$ cat config.mk
export PLATFORM = sky130hd
export DESIGN_NAME = spare_shift_remap
export DESIGN_NICKNAME = d
export VERILOG_FILES = /design/src/rtl/spare_pkg.sv /design/src/rtl/spare_fault_reg.sv /design/src/rtl/spare_fwd_map.sv /design/src/rtl/spare_rev_map.sv /design/src/rtl/spare_out_stage.sv /design/src/rtl/spare_shift_remap.sv
export SDC_FILE = /design/constraint.sdc
export NUM_CORES = 1
export LEC_CHECK = 0
export BUFFER_PORTS_ARGS = -buffer_cell sky130_fd_sc_hd__buf_2
export CORE_ASPECT_RATIO = 0.8
export CORE_MARGIN = 2
export CORE_UTILIZATION = 45
export DETAILED_ROUTE_END_ITERATION = 8
export MAX_ROUTING_LAYER = met4
export PLACE_DENSITY = 0.77
export SYNTH_ARGS = -nofsm -noshare
export SYNTH_HDL_FRONTEND = slang
export SYNTH_SLANG_ARGS = --single-unit
$ cat constraint.sdc
create_clock -name clk -period 2.2 [get_ports clk]
set_input_delay 0.44 -clock clk [delete_from_list [all_inputs] [get_ports clk]]
set_output_delay 0.44 -clock clk [all_outputs]
set_load 0.05 [all_outputs]
$ cat src/rtl/spare_pkg.sv
package spare_pkg;
  function automatic int idx_width(input int n);
    return $clog2(n) + 1;
  endfunction
endpackage

$ cat src/rtl/spare_fault_reg.sv
module spare_fault_reg #(
  parameter int N  = 8,
  parameter int IW = 4
) (
  input  logic          clk,
  input  logic          rst,
  input  logic          cfg_we,
  input  logic          cfg_valid,
  input  logic [IW-1:0] cfg_idx,
  output logic [IW-1:0] fault_idx,
  output logic          shift_act,
  output logic          cfg_err
);
  logic fault_vld;

  always_ff @(posedge clk) begin
    if (rst) begin
      fault_idx <= '0;
      fault_vld <= 1'b0;
      cfg_err   <= 1'b0;
    end else if (cfg_we) begin
      fault_idx <= cfg_idx;
      fault_vld <= cfg_valid;
      cfg_err   <= cfg_valid && (cfg_idx >= IW'(N));
    end
  end

  assign shift_act = fault_vld && !cfg_err;
endmodule

$ cat src/rtl/spare_fwd_map.sv
module spare_fwd_map #(
  parameter int N  = 8,
  parameter int DW = 8,
  parameter int IW = 4
) (
  input  logic              shift_act,
  input  logic [IW-1:0]     fault_idx,
  input  logic [N-2:0]      log_sel,
  input  logic [(N-1)*DW-1:0] log_wdata,
  output logic [N-1:0]      phys_sel,
  output logic [N*DW-1:0]   phys_wdata
);
  localparam int NL = N - 1;

  for (genvar p = 0; p < N; p++) begin : g_phys
    logic          lo_sel, hi_sel;
    logic [DW-1:0] lo_dat, hi_dat;
    logic          take_lo, take_hi;

    if (p < NL) begin : g_lo
      assign lo_sel = log_sel[p];
      assign lo_dat = log_wdata[p*DW +: DW];
    end else begin : g_nolo
      assign lo_sel = 1'b0;
      assign lo_dat = '0;
    end

    if (p > 0) begin : g_hi
      assign hi_sel = log_sel[p-1];
      assign hi_dat = log_wdata[(p-1)*DW +: DW];
    end else begin : g_nohi
      assign hi_sel = 1'b0;
      assign hi_dat = '0;
    end

    always_comb begin
      take_lo = (p < NL) && (!shift_act || (IW'(p) < fault_idx));
      take_hi = (p > 0) && shift_act && (IW'(p) > fault_idx);
      if (take_lo) begin
        phys_sel[p]              = lo_sel;
        phys_wdata[p*DW +: DW]   = lo_dat;
      end else if (take_hi) begin
        phys_sel[p]              = hi_sel;
        phys_wdata[p*DW +: DW]   = hi_dat;
      end else begin
        phys_sel[p]              = 1'b0;
        phys_wdata[p*DW +: DW]   = '0;
      end
    end
  end
endmodule

$ cat src/rtl/spare_rev_map.sv
module spare_rev_map #(
  parameter int N  = 8,
  parameter int DW = 8,
  parameter int IW = 4
) (
  input  logic                shift_act,
  input  logic [IW-1:0]       fault_idx,
  input  logic [N*DW-1:0]     phys_rdata,
  output logic [(N-1)*DW-1:0] log_rdata
);
  for (genvar l = 0; l < N - 1; l++) begin : g_log
    always_comb begin
      if (shift_act && (IW'(l) >= fault_idx))
        log_rdata[l*DW +: DW] = phys_rdata[(l+1)*DW +: DW];
      else
        log_rdata[l*DW +: DW] = phys_rdata[l*DW +: DW];
    end
  end
endmodule

$ cat src/rtl/spare_out_stage.sv
module spare_out_stage #(
  parameter int W       = 8,
  parameter bit REG_OUT = 1'b1
) (
  input  logic         clk,
  input  logic         rst,
  input  logic [W-1:0] d,
  output logic [W-1:0] q
);
  if (REG_OUT) begin : g_reg
    always_ff @(posedge clk) begin
      if (rst) q <= '0;
      else     q <= d;
    end
  end else begin : g_comb
    assign q = d;
  end
endmodule

$ cat src/rtl/spare_shift_remap.sv
module spare_shift_remap
  import spare_pkg::*;
#(
  parameter int N       = 8,
  parameter int DW      = 8,
  parameter bit REG_OUT = 1'b1,
  parameter int IW      = idx_width(N)
) (
  input  logic                clk,
  input  logic                rst,
  input  logic                cfg_we,
  input  logic                cfg_valid,
  input  logic [IW-1:0]       cfg_idx,
  input  logic [N-2:0]        log_sel,
  input  logic [(N-1)*DW-1:0] log_wdata,
  input  logic [N*DW-1:0]     phys_rdata,
  output logic [N-1:0]        phys_sel,
  output logic [N*DW-1:0]     phys_wdata,
  output logic [(N-1)*DW-1:0] log_rdata,
  output logic                cfg_err
);
  localparam int NL = N - 1;
  localparam int OW = N + N*DW + NL*DW;

  logic [IW-1:0]       fault_idx;
  logic                shift_act;
  logic [N-1:0]        phys_sel_c;
  logic [N*DW-1:0]     phys_wdata_c;
  logic [NL*DW-1:0]    log_rdata_c;

  spare_fault_reg #(.N(N), .IW(IW)) u_freg (
    .clk(clk), .rst(rst), .cfg_we(cfg_we), .cfg_valid(cfg_valid),
    .cfg_idx(cfg_idx), .fault_idx(fault_idx), .shift_act(shift_act),
    .cfg_err(cfg_err)
  );

  spare_fwd_map #(.N(N), .DW(DW), .IW(IW)) u_fwd (
    .shift_act(shift_act), .fault_idx(fault_idx), .log_sel(log_sel),
    .log_wdata(log_wdata), .phys_sel(phys_sel_c), .phys_wdata(phys_wdata_c)
  );

  spare_rev_map #(.N(N), .DW(DW), .IW(IW)) u_rev (
    .shift_act(shift_act), .fault_idx(fault_idx), .phys_rdata(phys_rdata),
    .log_rdata(log_rdata_c)
  );

  spare_out_stage #(.W(OW), .REG_OUT(REG_OUT)) u_out (
    .clk(clk), .rst(rst),
    .d({phys_sel_c, phys_wdata_c, log_rdata_c}),
    .q({phys_sel, phys_wdata, log_rdata})
  );
endmodule

==> results.sh <==
export IMPL_cts_max_level=4
export IMPL_multiInputGateArea_um2=2100
export IMPL_fin_util_pct=64.9
export IMPL_synth_cell_type_count=31
export IMPL_reg2reg_slack_ps=320
export IMPL_fin_crit_ps=1880
export IMPL_vdd_ir_drop_max_mv=0.599
export IMPL_finalWeightedCongestion=0.867
export IMPL_start_kind="flip-flop"
export IMPL_hold_start="log_wdata[1]"
export IMPL_synth_most_common_cell="dfxtp_1"
export IMPL_finClkSkew_ps=10.5
export IMPL_ys_seq_area_share_pct=53.8
export IMPL_drt_iter0_drc=278
export IMPL_tns_ps=0
export IMPL_slew_headroom_pct=48.5
export IMPL_setup_violations_final=0
export IMPL_cts_root_buffer="clkbuf_16"
export IMPL_drive_above_1_share_pct=42.2
export IMPL_synth_async_reset_ratio_pct=0
export IMPL_dieArea_um2=11900
export IMPL_die_h_um=98.1
export IMPL_ys_ff_latch=134
export IMPL_power_density_nw_per_um2=974
export IMPL_grt_max_degree=96
export IMPL_synthesis_area_um2=4980
export IMPL_area_growth_synth_to_final_pct=41.2
export IMPL_critPathRequiredTime_ps=2530
export IMPL_fp_dieW_um=122
export IMPL_grt_pass1_wl_mm=22.6
export IMPL_cts_tree="yes"
export IMPL_ant_nets=0
export IMPL_area_sequential_um2=2680
export IMPL_clk_latency_ps=410
export IMPL_vias=4573
export IMPL_io_buffers=263
export IMPL_run_status="finished clean"
export IMPL_cp_end_kind="flip-flop"
export IMPL_hold_class="in -> reg"
export IMPL_rsz0062_at_grt="false"
export IMPL_dp_cells=876
export IMPL_drc_errors=0
export IMPL_synth_largest_area_cell="dfxtp_1"
export IMPL_finalHoldViolCount=0
export IMPL_clkTransAtPathRegs_ps=60
export IMPL_cts_sinks=134
export IMPL_finalPower_w=0.00686
export IMPL_cts_buffer_depth=2
export IMPL_synth_edff_count=0
export IMPL_hpwl_mm=11.4
export IMPL_rr_endpoint="u_out.q[67]"
export IMPL_ys_top_cells_by_count="dfxtp_1 (134), nand2b_1 (94), mux2i_1 (54)"
export IMPL_layout_cells_non_filler=907
export IMPL_holdPathEnd="u_out.q[57]"
export IMPL_hold_depth=2
export IMPL_fillers=912
export IMPL_cts_hold_buffers_added=0
export IMPL_row_count=34
export IMPL_io_pins=264
export IMPL_leakage_nw=3.45
export IMPL_cts_buffers=17
export IMPL_globalRouteTotalUtil_pct=25.5
export IMPL_antenna_found_initial=0
export IMPL_globalRoute_totalOverflow=0
export IMPL_synthDominantCellAreaShare_pct=53.8
export IMPL_cts_setup_buffers=0
export IMPL_ff2ff_path_depth=3
export IMPL_synth_area_leaders="dfxtp_1 (54%), nand2b_1 (12%), mux2i_1 (11%), o22ai_1 (3.4%), a21oi_1 (2.7%)"
export IMPL_drt_pass1_iter_count=7
export IMPL_syn_num_nets=624
export IMPL_finalCritPeriodShare_pct=85.5
export IMPL_ctsResizeCount=0
export IMPL_critical_path_class="reg -> reg"
export IMPL_first_global_vias=4584
export IMPL_worst_slew_pin_slew_ps=773
export IMPL_arrival_ps=2210
export IMPL_nets=886
export IMPL_finalMaxSlewViolations=0
export IMPL_viasPerCell=5.04
export IMPL_r2r_start="u_freg.fault_idx[3]"
export IMPL_wl_per_cell_um=16.6
export IMPL_coreArea_um2=10800
export IMPL_worst_path_max_fanout=12
export IMPL_drt_wl_total_mm=15.1
export IMPL_ys_warnings_count=0
export IMPL_clock_fmax_mhz=532
export IMPL_worst_hold_slack_ps=246
export IMPL_syn_inst=489
export IMPL_synthFlopType="dfxtp_1"
export IMPL_syn_avg_cell_area_um2=10.2
export IMPL_cap_violations=0
export IMPL_start_util_pct=45.9
export IMPL_diodes=0
worst max path at each step:
stage                        startpoint           end  cells after the start
CTS                 u_freg.fault_idx[3]   u_out.q[69]                      3
floorplan                u_freg.cfg_err   u_out.q[23]                      5
global placement    u_freg.fault_idx[3]    u_out.q[0]                      4
finish              u_freg.fault_idx[3]   u_out.q[67]                      3
global route             u_freg.cfg_err  u_out.q[101]                      3
detailed placement  u_freg.fault_idx[3]   u_out.q[69]                      3
power breakdown:
group | leakage (nW) | internal, W | switching [W]
registers | 1.11 | 0.00260 | 0.0000501
clock network | 0.292 | 0.00184 | 0.00106
logic | 2.04 | 0.000371 | 0.000933
cell type report:
cell class | instances | area share (%)
timing repair buffer | 277 | 20.4
sequential | 134 | 38.1
clock buffer | 20 | 6.49
clock inverter | 11 | 2.13
multi-input combinational | 312 | 29.8
tap | 144 | 2.56
inverter | 9 | 0.480
cell usage in the layout, fill, tap and decap left out, types with 2 or more instances in the layout:
master / n
nand3_1: 18
nand2_1: 21
and2_1: 18
o21ai_0: 17
buf_2: 262
nor2_1: 7
o22ai_1: 27
clkinvlp_4: 2
clkinv_2: 2
bufinv_16: 3
clkbuf_16: 17
clkbuf_8: 2
a21oi_1: 27
inv_1: 9
a21oi_2: 2
nand2b_1: 94
dfxtp_1: 134
clkinv_4: 3
or3b_2: 7
mux2i_1: 54
buf_4: 14
o32ai_1: 9
per-stage QoR:
| stage | instance area, um^2 | setup slack, ps |
|---|---|---|
| floorplan | 4980 | 295 |
| global route | 7040 | 107 |
| detailed placement | 6430 | 302 |
| finish | 7040 | 319 |
| global placement | 6430 | 313 |
| CTS | 7040 | 284 |
cells by family after synthesis:
family / share of synthesized area, %
buffers and inverters: 4.09
flip-flops: 53.8
AO/OA/AOI/OAI: 10.2
multiplexers: 10.8
AND/OR/NAND/NOR: 21.0
worst max-delay path, cell delays in order, from the launching register on:
cell and delay, ps:
dfxtp_1 360, or4b_1 810, nor2_4 390, mux2i_1 240
state kept, by name, indices dropped and copies added, names as in the netlist:
name,count
u_freg.cfg_err,1
u_freg.fault_idx,4
u_freg.fault_vld,1
u_out.q,128
per-layer routing:
layer	global-route usage, %	vias to the layer above	wire length [um]
met3	6.25	29	1330
met4	9.28	0	281
met5	-	-	0
met1	29.9	2096	6160
met2	42.4	253	7290
li1	-	2195	-
Note: power is estimated with default switching activity, not from simulation.
